**src/rtl/kbt_pkg.sv**
```systemverilog
package kbt_pkg;
    localparam int REG_W      = 16;
    localparam int N_TRAP     = 4;
    localparam int B_USB_EN   = 4;
    localparam int B_PT_EN    = 5;
    localparam int B_PT_ST    = 6;
    localparam int B_PTEND_EN = 7;
    localparam int B_TRAP0    = 8;
    localparam int B_USB_ST   = 12;
    localparam int B_PCI_EN   = 13;
    localparam int B_PTEND_ST = 15;
    localparam logic [REG_W-1:0] RW_MASK = 16'h20BF;
    localparam logic [7:0] CMD_ENTER = 8'hD1;
    localparam logic [7:0] CMD_EXIT  = 8'hFF;

    // access kind index: 0 read data port, 1 write data port,
    // 2 read command port, 3 write command port
    localparam int A_RD_DAT = 0;
    localparam int A_WR_DAT = 1;
    localparam int A_RD_CMD = 2;
    localparam int A_WR_CMD = 3;

    typedef enum logic [1:0] {
        PT_IDLE     = 2'd0,
        PT_GOT_CMD  = 2'd1,
        PT_GOT_DATA = 2'd2
    } pt_state_e;

    typedef enum logic [2:0] {
        TR_NONE    = 3'd0,
        TR_ENTER   = 3'd1,
        TR_DATA    = 3'd2,
        TR_EXIT    = 3'd3,
        TR_RESTART = 3'd4,
        TR_ABORT   = 3'd5
    } pt_trans_e;
endpackage

```
**src/rtl/kbt_passthru.sv**
```systemverilog
module kbt_passthru
    import kbt_pkg::*;
(
    input  logic              clk,
    input  logic              rst_n,
    input  logic              pt_en,
    input  logic [N_TRAP-1:0] acc,
    input  logic [7:0]        wdata,
    output logic              consume,
    output logic              done,
    output logic              active
);
    pt_state_e state_q, state_d;
    pt_trans_e trans;

    logic enter_byte, exit_byte;
    assign enter_byte = acc[A_WR_CMD] && (wdata == CMD_ENTER);
    assign exit_byte  = acc[A_WR_CMD] && (wdata == CMD_EXIT);

    // transition selection
    always_comb begin
        trans = TR_NONE;
        if (pt_en && (acc != '0)) begin
            unique case (state_q)
                PT_IDLE: begin
                    if (enter_byte) trans = TR_ENTER;
                    else            trans = TR_ABORT;
                end
                PT_GOT_CMD: begin
                    if (acc[A_WR_DAT])   trans = TR_DATA;
                    else if (enter_byte) trans = TR_RESTART;
                    else                 trans = TR_ABORT;
                end
                PT_GOT_DATA: begin
                    if (exit_byte)       trans = TR_EXIT;
                    else if (enter_byte) trans = TR_RESTART;
                    else                 trans = TR_ABORT;
                end
                default: trans = TR_ABORT;
            endcase
        end
    end

    always_comb begin
        state_d = state_q;
        if (!pt_en) begin
            state_d = PT_IDLE;
        end else begin
            unique case (trans)
                TR_ENTER, TR_RESTART: state_d = PT_GOT_CMD;
                TR_DATA:              state_d = PT_GOT_DATA;
                TR_EXIT, TR_ABORT:    state_d = PT_IDLE;
                default:              state_d = state_q;
            endcase
        end
    end

    // state register
    always_ff @(posedge clk) begin
        if (!rst_n) state_q <= PT_IDLE;
        else        state_q <= state_d;
    end

    // outputs
    always_comb begin
        consume = 1'b0;
        done    = 1'b0;
        unique case (trans)
            TR_ENTER, TR_DATA, TR_RESTART: consume = 1'b1;
            TR_EXIT: begin
                consume = 1'b1;
                done    = 1'b1;
            end
            default: ;
        endcase
        active = (state_q != PT_IDLE);
    end


    pt_exit_idle_chk: assert property (@(posedge clk) disable iff (!rst_n)
        done |=> (state_q == PT_IDLE));

    pt_disable_idle_chk: assert property (@(posedge clk) disable iff (!rst_n)
        !pt_en |=> !active);

    pt_consume_en_chk: assert property (@(posedge clk) disable iff (!rst_n)
        consume |-> (pt_en && acc != '0));
endmodule

```
**src/rtl/kbt_shared_status.sv**
```systemverilog
module kbt_shared_status
    import kbt_pkg::*;
(
    input  logic              clk,
    input  logic              rst_n,
    input  logic [N_TRAP-1:0] set_trap,
    input  logic [N_TRAP-1:0] clr_trap,
    input  logic              set_ptend,
    input  logic              clr_ptend,
    output logic [N_TRAP-1:0] trap_q,
    output logic              ptend_q
);
    always_ff @(posedge clk) begin
        if (!rst_n) begin
            trap_q  <= '0;
            ptend_q <= 1'b0;
        end else begin
            trap_q  <= (trap_q & ~clr_trap) | set_trap;
            ptend_q <= (ptend_q & ~clr_ptend) | set_ptend;
        end
    end

    for (genvar i = 0; i < N_TRAP; i++) begin : g_chk

        set_wins_chk: assert property (@(posedge clk) disable iff (!rst_n)
            set_trap[i] |=> trap_q[i]);

        w1c_clear_chk: assert property (@(posedge clk) disable iff (!rst_n)
            (clr_trap[i] && !set_trap[i]) |=> !trap_q[i]);
    end

    ptend_clear_chk: assert property (@(posedge clk) disable iff (!rst_n)
        (clr_ptend && !set_ptend) |=> !ptend_q);
endmodule

```
**src/rtl/kbt_ctrl_reg.sv**
```systemverilog
module kbt_ctrl_reg
    import kbt_pkg::*;
(
    input  logic              clk,
    input  logic              rst_n,
    input  logic              we,
    input  logic [REG_W-1:0]  wdata,
    input  logic              usb_evt,
    input  logic [N_TRAP-1:0] trap_q,
    input  logic              ptend_q,
    input  logic              pt_active,
    input  logic              ptend_en_any,
    output logic [REG_W-1:0]  rdata,
    output logic              pt_en,
    output logic              ptend_en,
    output logic              smi_o
);
    logic [REG_W-1:0] rw_q;
    logic             usb_st_q;

    always_ff @(posedge clk) begin
        if (!rst_n) begin
            rw_q     <= '0;
            usb_st_q <= 1'b0;
        end else begin
            if (we) rw_q <= wdata & RW_MASK;
            usb_st_q <= (usb_st_q & ~(we & wdata[B_USB_ST])) | usb_evt;
        end
    end

    always_comb begin
        rdata                            = rw_q;
        rdata[B_PT_ST]                   = pt_active;
        rdata[B_TRAP0 +: N_TRAP]         = trap_q;
        rdata[B_USB_ST]                  = usb_st_q;
        rdata[B_PTEND_ST]                = ptend_q;
        pt_en    = rw_q[B_PT_EN];
        ptend_en = rw_q[B_PTEND_EN];
        smi_o    = (|(trap_q & rw_q[N_TRAP-1:0]))
                 | (usb_st_q & rw_q[B_USB_EN])
                 | (ptend_q & ptend_en_any);
    end


    smi_cause_chk: assert property (@(posedge clk) disable iff (!rst_n)
        smi_o |-> (rdata[B_PTEND_ST] || rdata[B_USB_ST:B_TRAP0] != '0));

    usb_set_chk: assert property (@(posedge clk) disable iff (!rst_n)
        usb_evt |=> rdata[B_USB_ST]);
endmodule

```
**src/rtl/kbd_port_trap.sv**
```systemverilog
module kbd_port_trap
    import kbt_pkg::*;
#(
    parameter int NCTRL     = 3,
    parameter int ADDR_W    = 16,
    parameter logic [ADDR_W-1:0] DATA_PORT = 16'h0060,
    parameter logic [ADDR_W-1:0] CMD_PORT  = 16'h0064
) (
    input  logic                   clk,
    input  logic                   rst_n,
    input  logic                   snp_vld,
    input  logic                   snp_wr,
    input  logic [ADDR_W-1:0]      snp_addr,
    input  logic [7:0]             snp_data,
    input  logic [NCTRL-1:0]       usb_evt,
    input  logic [NCTRL-1:0]       reg_we,
    input  logic [NCTRL*REG_W-1:0] reg_wdata,
    output logic [NCTRL*REG_W-1:0] reg_rdata,
    output logic [NCTRL-1:0]       smi_o
);
    logic              hit_dat, hit_cmd;
    logic [N_TRAP-1:0] acc;
    logic              consume, done, pt_active;
    logic [N_TRAP-1:0] trap_q, clr_trap;
    logic              ptend_q, clr_ptend;
    logic [NCTRL-1:0]  pt_en_c, ptend_en_c;

    assign hit_dat = snp_vld && (snp_addr == DATA_PORT);
    assign hit_cmd = snp_vld && (snp_addr == CMD_PORT);
    assign acc[A_RD_DAT] = hit_dat && !snp_wr;
    assign acc[A_WR_DAT] = hit_dat &&  snp_wr;
    assign acc[A_RD_CMD] = hit_cmd && !snp_wr;
    assign acc[A_WR_CMD] = hit_cmd &&  snp_wr;

    always_comb begin
        clr_trap  = '0;
        clr_ptend = 1'b0;
        for (int c = 0; c < NCTRL; c++) begin
            if (reg_we[c]) begin
                clr_trap  = clr_trap | reg_wdata[c*REG_W+B_TRAP0 +: N_TRAP];
                clr_ptend = clr_ptend | reg_wdata[c*REG_W+B_PTEND_ST];
            end
        end
    end

    kbt_passthru u_pt (
        .clk     (clk),
        .rst_n   (rst_n),
        .pt_en   (|pt_en_c),
        .acc     (acc),
        .wdata   (snp_data),
        .consume (consume),
        .done    (done),
        .active  (pt_active)
    );

    kbt_shared_status u_shared (
        .clk       (clk),
        .rst_n     (rst_n),
        .set_trap  (acc & {N_TRAP{!consume}}),
        .clr_trap  (clr_trap),
        .set_ptend (done),
        .clr_ptend (clr_ptend),
        .trap_q    (trap_q),
        .ptend_q   (ptend_q)
    );

    for (genvar c = 0; c < NCTRL; c++) begin : g_ctrl
        kbt_ctrl_reg u_reg (
            .clk          (clk),
            .rst_n        (rst_n),
            .we           (reg_we[c]),
            .wdata        (reg_wdata[c*REG_W +: REG_W]),
            .usb_evt      (usb_evt[c]),
            .trap_q       (trap_q),
            .ptend_q      (ptend_q),
            .pt_active    (pt_active),
            .ptend_en_any (|ptend_en_c),
            .rdata        (reg_rdata[c*REG_W +: REG_W]),
            .pt_en        (pt_en_c[c]),
            .ptend_en     (ptend_en_c[c]),
            .smi_o        (smi_o[c])
        );
    end


    seq_no_trap_chk: assert property (@(posedge clk) disable iff (!rst_n)
        (consume && trap_q == '0) |=> (trap_q == '0));

    foreign_addr_chk: assert property (@(posedge clk) disable iff (!rst_n)
        (!hit_dat && !hit_cmd && clr_trap == '0) |=> $stable(trap_q));
endmodule

```
**config.mk**
```make
export PLATFORM = sky130hd
export DESIGN_NAME = kbd_port_trap
export DESIGN_NICKNAME = d
export VERILOG_FILES = /design/src/rtl/kbt_pkg.sv /design/src/rtl/kbt_passthru.sv /design/src/rtl/kbt_shared_status.sv /design/src/rtl/kbt_ctrl_reg.sv /design/src/rtl/kbd_port_trap.sv
export SDC_FILE = /design/constraint.sdc
export NUM_CORES = 1
export LEC_CHECK = 0
export ABC_AREA = 0
export ABC_CLOCK_PERIOD_IN_PS = 4600
export BUFFER_PORTS_ARGS = -buffer_cell sky130_fd_sc_hd__buf_4
export CAP_MARGIN = 0
export CORE_MARGIN = 2
export CORE_UTILIZATION = 44
export CTS_CLUSTER_DIAMETER = 40
export CTS_CLUSTER_SIZE = 20
export DETAILED_ROUTE_END_ITERATION = 12
export GPL_ROUTABILITY_DRIVEN = 0
export PLACE_DENSITY = 0.94
export SKIP_CTS_REPAIR_TIMING = 1
export SYNTH_ARGS = -nofsm -noshare
export SYNTH_HDL_FRONTEND = slang
export SYNTH_SLANG_ARGS = --single-unit
```
**constraint.sdc**
```tcl
create_clock -name clk -period 4.6 [get_ports clk]
set_clock_uncertainty 0.2 [all_clocks]
set_input_delay 0.46 -clock clk [delete_from_list [all_inputs] [get_ports clk]]
set_output_delay 0.46 -clock clk [all_outputs]
set_load 0.1 [all_outputs]
```
==> flow_summary.toml <==
[synthesis]
yosys_reg_bits = 34
synth_sequential_area_ratio_pct = 36.76
synth_top_cells_by_area = "sky130_fd_sc_hd__dfxtp_1 37%, sky130_fd_sc_hd__mux2i_1 14%, sky130_fd_sc_hd__buf_4 12%"
synth_top_area_cell = "sky130_fd_sc_hd__dfxtp_1"
post-synth-top-area-fraction_pct = 36.76
postSynthAreaPerCell_um2 = 9.259
mappedNetlistArea_um2 = 1852
synth.lib_cells_used.distinct = 39
syn-instance-count = 200
yosysWarnings = 0

[power_and_ir_drop]
vdd_drop_max_mv = 0.2079
leakage_nw = 1.282
powerDensity_nw_per_um2 = 296.1

[timing]
final_min_period_over_clock_period_pct = 48.42
period_needed_ps = 2227
final.setup.tns_ps = 0
tightestPinTransition_ps = 593.6
unrepaired_setup_endpoints_after_global_routing = "no"
setup_viol_count_final = 0
max_slew_margin_pct = 60.09
achievable-frequency_mhz = 448.9
fin_ws_ps = 2373
hold_ws_ps = 204.0
slew_viol_final = 0
hold_violations = 0

[floorplanning]
fp.coreArea_um2 = 4029
floorplan.die.height_um = 68.88
rows = 23
initial_utilization_pct = 45.96
floorplan.die.width_um = 68.88
pin_count = 133
dieArea_um2 = 4744

[cts]
cts_max_level = 2
clock_insertion_delay_worst_skew_ps = 290
clock_sinks = 34
root_buffer = "sky130_fd_sc_hd__clkbuf_8"
tritoncts = "done"
clk_pin_slew_worst_paths_ps = 70
clock_path_buffers = 2
cts_buffers = 5

[global_route]
initial_antenna_violation_count = 0
grt_first_pass_wirelength_mm = 7.113
largest_net_degree_at_the_start_of_global_routing = 36
first_global_vias = 1623
grt.total_usage_pct = 20.92
grt_overflow = 0

[routing]
post_dr_vias_cell = 5.230
firstDrtPassIters = 4
final_antenna_net_count = 0
detailroute.via_count = 1799
drt_first_iter_violations = 68
routed_wirelength_mm = 5.046
post_drt_wl_per_cell_um = 14.67
route.detailed.drc = 0

[hold_path]
critical_hold_path_startpoint = "usb_evt[0]"
hold_path_class = "in2reg"

[finish]
layout.area.seq_um2 = 680.7
multi_input_comb_area_um2 = 912.1
num-fill-cells = 347
num_antenna_cells = 0
synthToLayoutAreaGrowth_pct = 44.39
nNetsFinal = 375
commonest_cells_after_routing_fill_and_taps_aside = "123 x sky130_fd_sc_hd__buf_4, 34 x sky130_fd_sc_hd__dfxtp_1, 28 x sky130_fd_sc_hd__nor2b_1"
layout_commonest_cell = "sky130_fd_sc_hd__buf_4"
post_route_cells_drive_above_1_share_pct = 45.58

[run]
max-cap-violations = 0

[setup_path]
worstSetupStartpoint = "g_ctrl[1].u_reg.rw_q[7]"
timing.critical_path.required_ps = 3940
rrSetupSlack_ps = 2900
setup.worst_path.end_class = "output pin"
timing_worst_setup_path_type = "reg2out"
timing.critical_path.to = "smi_o[0]"
timing.reg2reg.worst_path_depth = 4
cp_slowest_cell = "sky130_fd_sc_hd__o31ai_1"
timing.critical_path.cells = "o31ai_1 > nand3_1 > buf_4"
timing.rr.start = "u_pt.state_q[1]"
critical_path_fanout_max = 3
r2r_end = "u_shared.ptend_q"
startpoint_type = "flip-flop"
critical-path-max-stage-delay_ps = 540
worstPathArrival_ps = 1570

[place]
port_buffers = 123
place_hpwl_mm = 3.929
dp_worst_setup_slack_ps = 2582

[outcome]
outcome = "finished clean"
[Yosys cell counts, drive strengths merged]
cell type	number
a32oi	1
clkbuf	6
or3	1
nand4	6
nor3b	2
a21oi	3
nor4bb	1
nand4b	1
nand3	7
o2111ai	1
or2	1
or3b	1
dfxtp	34
and2	2
nor4	4
o21ai	5
nor2	1
nor2b	28
a21boi	2
a222oi	3
or4	2
nand2	11
a22oi	9
nand2b	1
and4	1
o31ai	1
a22o	1
nor4b	1
mux2i	25
buf	33
nand3b	1
a32o	1
conb	1
o22ai	2
[worst min path at each step]
stage / cells after the start / end / slack, ps
CTS: 3 / g_ctrl[0].u_reg.usb_st_q / 190
detailed placement: 2 / u_pt.state_q[0] / 300
global placement: 2 / u_pt.state_q[0] / 290
global route: 3 / g_ctrl[0].u_reg.usb_st_q / 200
floorplan: 2 / u_pt.state_q[0] / 270
finish: 3 / g_ctrl[0].u_reg.usb_st_q / 200
[report_power, final]
| group | switching [W] | leakage [nW] | internal [W] | total (W) |
|---|---|---|---|---|
| Clock | 0.000108 | 0.0472 | 0.000120 | 0.000229 |
| Sequential | 0.0000113 | 0.280 | 0.000309 | 0.000320 |
| Combinational | 0.000162 | 0.955 | 0.0000815 | 0.000243 |
[worst max-delay path: cells and delay by family, from the launching register on]
kind / cells / cell delay, ps
and+or+nand+nor: 1 / 140
DFF: 1 / 330
AOI/OAI and AO/OA: 1 / 540
buffers and inverters: 1 / 260
[stage by stage]
stage	std cells	power (W)	util, %	cell area [um^2]
after CTS	344	0.0007970	66.37	2674
after detailed placement	336	0.0005708	64.01	2579
final	344	0.0007918	66.37	2674
after global routing	344	0.0008231	66.37	2674
after global placement	336	0.0005666	64.01	2579
after floorplan	202	0.0004968	-	1859
[sequential cells by signal (all words and copies together) (netlist names)]
name                   cells
g_ctrl.u_reg.rw_q         24
u_shared.ptend_q           1
u_pt.state_q               2
u_shared.trap_q            4
g_ctrl.u_reg.usb_st_q      3
[cell type report]
type                    count  share of cell area, %
clock buffers               6                  3.088
clock inverters             2                 0.4679
flip-flops and latches     34                  25.46
multi-input cells         129                  34.11
well taps                  50                  2.340
repair buffers            123                  34.53
[layer usage]
layer,track usage (%),share of wire (%)
met1,20.72,37
met5,0,0
met3,5.357,7.5
met4,8.824,1.1
met2,40.63,54
[cell families after synthesis]
group | count (synthesis) | share of synthesized area (%)
AND/OR/NAND/NOR | 72 | 23.65
flip-flops | 34 | 36.76
AO/OA/AOI/OAI | 29 | 11.49
multiplexers | 25 | 13.51
other | 1 | 0.2025
buffers and inverters | 39 | 14.39
(Power assumes the default switching activity.)
